## src/rtl/pps_pkg.sv

```systemverilog
package pps_pkg;

  typedef enum logic [2:0] {
    S_IDLE  = 3'd0,
    S_UNLK  = 3'd1,
    S_LOAD  = 3'd2,
    S_QUIET = 3'd3,
    S_PRD   = 3'd4,
    S_PCHK  = 3'd5,
    S_FOK   = 3'd6,
    S_FTO   = 3'd7
  } pps_state_t;

  localparam int UNLOCK_LEN = 3;

  function automatic logic [14:0] unlock_addr(input logic [1:0] k);
    return (k == 2'd1) ? 15'h2AAA : 15'h5555;
  endfunction

  function automatic logic [7:0] unlock_data(input logic [1:0] k);
    case (k)
      2'd0:    return 8'hAA;
      2'd1:    return 8'h55;
      default: return 8'hA0;
    endcase
  endfunction

endpackage

```

## src/rtl/pps_down_timer.sv

```systemverilog
module pps_down_timer #(
  parameter int W = 8
) (
  input  logic         clk,
  input  logic         rst_n,
  input  logic         load,
  input  logic [W-1:0] load_val,
  input  logic         dec,
  output logic         zero
);
  logic [W-1:0] cnt_q, cnt_d;

  always_comb begin
    cnt_d = cnt_q;
    if (load)
      cnt_d = load_val;
    else if (dec && (cnt_q != '0))
      cnt_d = cnt_q - 1'b1;
  end

  always_ff @(posedge clk or negedge rst_n) begin
    if (!rst_n) cnt_q <= '0;
    else        cnt_q <= cnt_d;
  end

  assign zero = (cnt_q == '0);
endmodule

```

## src/rtl/pps_toggle_cmp.sv

```systemverilog
module pps_toggle_cmp (
  input  logic clk,
  input  logic rst_n,
  input  logic clr,
  input  logic sample,
  input  logic bit_i,
  output logic settled
);
  logic prev_q, have_q;
  logic prev_d, have_d;

  always_comb begin
    prev_d = prev_q;
    have_d = have_q;
    if (clr) begin
      have_d = 1'b0;
    end else if (sample) begin
      prev_d = bit_i;
      have_d = 1'b1;
    end
  end

  always_ff @(posedge clk or negedge rst_n) begin
    if (!rst_n) begin
      prev_q <= 1'b0;
      have_q <= 1'b0;
    end else begin
      prev_q <= prev_d;
      have_q <= have_d;
    end
  end

  assign settled = have_q && (prev_q == bit_i);
endmodule

```

## src/rtl/pps_bus_mux.sv

```systemverilog
module pps_bus_mux
  import pps_pkg::*;
#(
  parameter int ADDR_W = 17,
  parameter int DATA_W = 8,
  parameter int OFS_W  = 7
) (
  input  pps_state_t              st,
  input  logic [OFS_W-1:0]        idx,
  input  logic [ADDR_W-OFS_W-1:0] page,
  input  logic [OFS_W-1:0]        last,
  input  logic [DATA_W-1:0]       buf_data,
  output logic [ADDR_W-1:0]       addr,
  output logic [DATA_W-1:0]       wdata
);
  always_comb begin
    addr  = '0;
    wdata = '0;
    case (st)
      S_UNLK: begin
        addr  = ADDR_W'(unlock_addr(idx[1:0]));
        wdata = DATA_W'(unlock_data(idx[1:0]));
      end
      S_LOAD: begin
        addr  = {page, idx};
        wdata = buf_data;
      end
      S_PRD, S_PCHK: addr = {page, last};
      default: ;
    endcase
  end
endmodule

```

## src/rtl/page_prog_seq.sv

```systemverilog
module page_prog_seq
  import pps_pkg::*;
#(
  parameter int ADDR_W     = 17,
  parameter int DATA_W     = 8,
  parameter int PAGE_BYTES = 128,
  parameter int QUIET_CYC  = 15000,
  parameter int POLL_LIMIT = 600000
) (
  input  logic                              clk,
  input  logic                              rst_n,
  input  logic                              start_i,
  input  logic [ADDR_W-$clog2(PAGE_BYTES)-1:0] page_i,
  input  logic [$clog2(PAGE_BYTES)-1:0]     count_m1_i,
  output logic [$clog2(PAGE_BYTES)-1:0]     buf_addr_o,
  input  logic [DATA_W-1:0]                 buf_data_i,
  output logic [ADDR_W-1:0]                 mem_addr_o,
  output logic [DATA_W-1:0]                 mem_wdata_o,
  output logic                              mem_we_o,
  output logic                              mem_re_o,
  input  logic [DATA_W-1:0]                 mem_rdata_i,
  output logic                              busy_o,
  output logic                              done_o,
  output logic                              timeout_o
);
  localparam int OFS_W  = $clog2(PAGE_BYTES);
  localparam int PAGE_W = ADDR_W - OFS_W;
  localparam int TMAX   = (QUIET_CYC > POLL_LIMIT) ? QUIET_CYC : POLL_LIMIT;
  localparam int TW     = $clog2(TMAX + 1);
  localparam int TGL_BIT = 6;

  pps_state_t        st_q, st_d;
  logic [OFS_W-1:0]  idx_q, idx_d;
  logic [PAGE_W-1:0] page_q, page_d;
  logic [OFS_W-1:0]  last_q, last_d;

  logic          t_load, t_dec, t_zero;
  logic [TW-1:0] t_val;
  logic          tg_clr, tg_sample, tg_settled;

  always_comb begin
    st_d      = st_q;
    idx_d     = idx_q;
    page_d    = page_q;
    last_d    = last_q;
    t_load    = 1'b0;
    t_val     = '0;
    t_dec     = 1'b0;
    tg_clr    = 1'b0;
    tg_sample = 1'b0;
    case (st_q)
      S_IDLE: if (start_i) begin
        st_d   = S_UNLK;
        idx_d  = '0;
        page_d = page_i;
        last_d = count_m1_i;
        tg_clr = 1'b1;
      end
      S_UNLK: begin
        if (idx_q == OFS_W'(UNLOCK_LEN - 1)) begin
          st_d  = S_LOAD;
          idx_d = '0;
        end else begin
          idx_d = idx_q + 1'b1;
        end
      end
      S_LOAD: begin
        if (idx_q == last_q) begin
          st_d   = S_QUIET;
          t_load = 1'b1;
          t_val  = TW'(QUIET_CYC - 1);
        end else begin
          idx_d = idx_q + 1'b1;
        end
      end
      S_QUIET: begin
        if (t_zero) begin
          st_d   = S_PRD;
          t_load = 1'b1;
          t_val  = TW'(POLL_LIMIT - 1);
        end else begin
          t_dec = 1'b1;
        end
      end
      S_PRD: begin
        t_dec = 1'b1;
        st_d  = S_PCHK;
      end
      S_PCHK: begin
        tg_sample = 1'b1;
        if (tg_settled)  st_d = S_FOK;
        else if (t_zero) st_d = S_FTO;
        else begin
          t_dec = 1'b1;
          st_d  = S_PRD;
        end
      end
      S_FOK, S_FTO: st_d = S_IDLE;
      default:      st_d = S_IDLE;
    endcase
  end

  always_ff @(posedge clk or negedge rst_n) begin
    if (!rst_n) begin
      st_q   <= S_IDLE;
      idx_q  <= '0;
      page_q <= '0;
      last_q <= '0;
    end else begin
      st_q   <= st_d;
      idx_q  <= idx_d;
      page_q <= page_d;
      last_q <= last_d;
    end
  end

  pps_down_timer #(.W(TW)) u_timer (
    .clk      (clk),
    .rst_n    (rst_n),
    .load     (t_load),
    .load_val (t_val),
    .dec      (t_dec),
    .zero     (t_zero)
  );

  pps_toggle_cmp u_tgl (
    .clk     (clk),
    .rst_n   (rst_n),
    .clr     (tg_clr),
    .sample  (tg_sample),
    .bit_i   (mem_rdata_i[TGL_BIT]),
    .settled (tg_settled)
  );

  pps_bus_mux #(
    .ADDR_W (ADDR_W),
    .DATA_W (DATA_W),
    .OFS_W  (OFS_W)
  ) u_mux (
    .st       (st_q),
    .idx      (idx_q),
    .page     (page_q),
    .last     (last_q),
    .buf_data (buf_data_i),
    .addr     (mem_addr_o),
    .wdata    (mem_wdata_o)
  );

  assign buf_addr_o = idx_q;
  assign mem_we_o   = (st_q == S_UNLK) || (st_q == S_LOAD);
  assign mem_re_o   = (st_q == S_PRD);
  assign busy_o     = (st_q != S_IDLE);
  assign done_o     = (st_q == S_FOK);
  assign timeout_o  = (st_q == S_FTO);
endmodule

```

## config.mk

```make
export PLATFORM = sky130hd
export DESIGN_NAME = page_prog_seq
export DESIGN_NICKNAME = d
export VERILOG_FILES = /design/src/rtl/pps_pkg.sv /design/src/rtl/pps_down_timer.sv /design/src/rtl/pps_toggle_cmp.sv /design/src/rtl/pps_bus_mux.sv /design/src/rtl/page_prog_seq.sv
export SDC_FILE = /design/constraint.sdc
export NUM_CORES = 1
export LEC_CHECK = 0
export ABC_AREA = 0
export BUFFER_PORTS_ARGS = -buffer_cell sky130_fd_sc_hd__buf_4
export CAP_MARGIN = 20
export CORE_ASPECT_RATIO = 1.4
export CORE_MARGIN = 4
export CORE_UTILIZATION = 58
export DETAILED_ROUTE_END_ITERATION = 16
export PLACE_DENSITY = 0.86
export SYNTH_ARGS = -nofsm -noshare
export SYNTH_HDL_FRONTEND = slang
export SYNTH_SLANG_ARGS = --single-unit
```

## constraint.sdc

```tcl
create_clock -name clk -period 7.6 [get_ports clk]
set_input_delay 1.14 -clock clk [delete_from_list [all_inputs] [get_ports clk]]
set_output_delay 1.14 -clock clk [all_outputs]
set_load 0.03 [all_outputs]
```

==> metrics.md <==
| Metric | Value |
|---|---|
| Outcome | finished clean |
| Hold Crit Start | page_q[9] |
| Routability cong. | 0.840 |
| Reg2Reg Depth | 5 |
| Root Driver | clkbuf_8 |
| P&R area growth vs syn | 21.5% |
| Final hold violation count | 0 |
| Synth warn | 0 |
| Final instance area | roughly 0.0037 sq mm |
| Synth top area share | 40.8% |
| Clk slew on worst S/H paths | 90 ps |
| Critical path peak fanout | 21 |
| Total track usage | 27.1% |
| DRT Wirelength | 7.99 mm |
| Syn avg cell area | 8.94 sq um |
| CTS buffer count | 5 |
| Antenna violations before repair | 0 |
| Worst hold path depth | 1 |
| Tmin final | 3410 ps |
| First-pass GRT wire length | 13.4 mm |
| Worst Hold Path EP | page_q[9] |
| Vias in the first global route | 2844 |
| Most common cell in the netlist | dfrtp_1 |
| Post-Place Cell Area | 0.00354 sq mm |
| Non-filler cells, final | between 400 and 500 |
| Max Buffers Root-to-Sink | 2 |
| CP arrival | about 2300 ps |
| Cells after Synth | 336 |
| R2R setup slack | around 4700 ps |
| Maximum vdd drop | ~140 uV |
| Min-Delay Path Class | flop to flop |
| Top post-synthesis cells by count | dfrtp_1 (49), nand2_1 (38), a21oi_1 (33) |
| Area leader, netlist | dfrtp_1 |
| Final setup TNS | 0 ps |
| DRC Markers | 0 |
| Placed Cells | 452 |
| Die Area | 0.00641 sq mm |
| Cts hold-fix bufs | 0 |
| Post-synth ARST share | 100% |
| First-iteration detailed-routing DRC count | about 230 |
| Yosys cell types | 49 |
| Chip height | roughly 93 um |
| Top Ports | 73 |
| Number of port buffers | 65 |
| Prevailing post-synth register cell | dfrtp_1 |
| CTS H-tree depth | 2 |
| Final global-route overflow total | 0 |
| Antenna Cells | 0 |
| Crit path launch type | flop |
| Clk Latency, worst-skew pair | 300 ps |
| Core Rows | 30 |
| Core area | approximately 0.005 sq mm |
| WL per Instance | 17.3 um |
| RSZ-0062 raised after global routing | false |
| Final worst path period share | 44.8% |
| Layout cell share with drive strength beyond 1 | a little over a quarter |
| # Post-CTS Setup Buffers | 0 |
| CP Capture Type | output port |
| Top cells by area, synth | dfrtp_1 (41%), mux2_2 (7.1%), a21oi_1 (5.5%) |
| # clock sinks | 49 |
| Slew headroom | 28.3% |
| Final #Nets | 438 |
| Clock skew | 5.56 ps |
| Setup violators final | 0 |
| Vias per cell | 6.15 |
| Post-synthesis cell area | between 0.003 and 0.004 sq mm |
| Utilization after layout | 74.2% |
| Max-slew violation count | 0 |
| WP data required | about 6500 ps |
| Final Power | 0.877 mW |
| Mapped Nets | 377 |
| Worst Max-Slew Pin Slew | 1070 ps |
| Width of the chip | 68.8 um |
| Reg-to-reg endpoint | u_timer.cnt_q[11] |
| Largest net degree at the start of global routing | 50 |
| PD cells | 240 mW/mm^2 |
| Fmax | slightly below 0.3 GHz |
| Register area share after synthesis | 40.8% |
| Pre-antenna DRT Iters | 5 |
| Via count | around 2800 |
| Maxcap violations | 0 |
| Flops & latches, synth | between 40 and 50 |
| Quantity of gates resized following cts | 0 |
| Detail Route Antenna Nets | 0 |
| Pleak | around 1.6 nW |
| CTS tree | yes |
| Reg2reg start | st_q[1] |
| Number of synthesized flops with an enable pin | 0 |
| Crit path kind | flop to output port |
| DP HPWL | 5.77 mm |
| Initial core utilization | roughly three fifths |
-- sequential cells by signal (all words and copies together), names as in the netlist --
| register | cells |
|---|---|
| buf_addr_o | 7 |
| st_q | 3 |
| page_q | 10 |
| last_q | 7 |
| u_tgl.have_q | 1 |
| u_timer.cnt_q | 20 |
| u_tgl.prev_q | 1 |
-- how the worst max path moves through the flow --
stage / startpoint / cells past startpoint / endpoint
finish: st_q[1] / 5 / mem_addr_o[4]
global placement: mem_rdata_i[6] / 6 / u_timer.cnt_q[11]
floorplan: buf_addr_o[1] / 5 / mem_addr_o[0]
detailed placement: mem_rdata_i[6] / 6 / u_timer.cnt_q[11]
CTS: st_q[2] / 6 / mem_addr_o[16]
global route: st_q[2] / 7 / mem_addr_o[16]
-- metal layers --
metal / wire length (um) / up-vias / GRT usage [%]
li1: - / 1359 / -
met1: 3020 / 1373 / 31.1
met2: 4260 / 95 / 46.9
met3: 536 / 13 / 7.45
met4: 165 / 0 / 9.76
met5: 0 / - / 0
-- layout by cell type (no fill, tap or decap), types with 4 or more instances in the layout --
master / instances
o21ai_0: 22
or3_1: 4
xnor2_1: 15
buf_4: 70
nand3_1: 4
nor4_1: 9
nor3_1: 4
mux2_2: 19
o31ai_1: 9
a21oi_1: 33
nor2_1: 24
or4_1: 9
nand2_1: 38
inv_1: 10
ha_1: 5
nand4_1: 9
dfrtp_1: 49
and2_1: 4
xor2_1: 4
clkbuf_8: 6
o22ai_1: 5
-- kinds of logic after synthesis --
kind of cell,count (synthesis),synth area share (%)
simple gates,126,22.1
flops,49,40.8
mux,19,7.12
xor+xnor,19,5.54
fa+ha+maj,5,2.08
buf+inv,27,3.66
compound gates,91,18.7
-- area by class of cell --
cell class	instances	area, sq um
sequential	49	1230
tap	64	80.1
multi-input combinational	260	1680
inverter	10	37.5
clock buffer	6	82.6
clock inverter	2	13.8
fill	384	1270
timing repair buffer	71	531
-- worst max-delay path, stage by stage (launching register included) --
cell and delay, ps:
dfrtp_1 630, nand2b_1 290, nor2_1 550, a21oi_1 80, o21ai_0 210, buf_4 190
-- through the flow --
stage,hold WS [ps],setup slack [ps]
finish,510,4190
global route,522,3940
CTS,511,3970
detailed placement,491,4300
floorplan,473,4390
global placement,482,4310
-- where the power goes --
part           total [mW]  switching (mW)  internal (mW)
sequential          0.396          0.0817          0.315
clock               0.165          0.0910         0.0740
combinational       0.316           0.177          0.139
total               0.877           0.349          0.528
(Power assumes the default switching activity.)
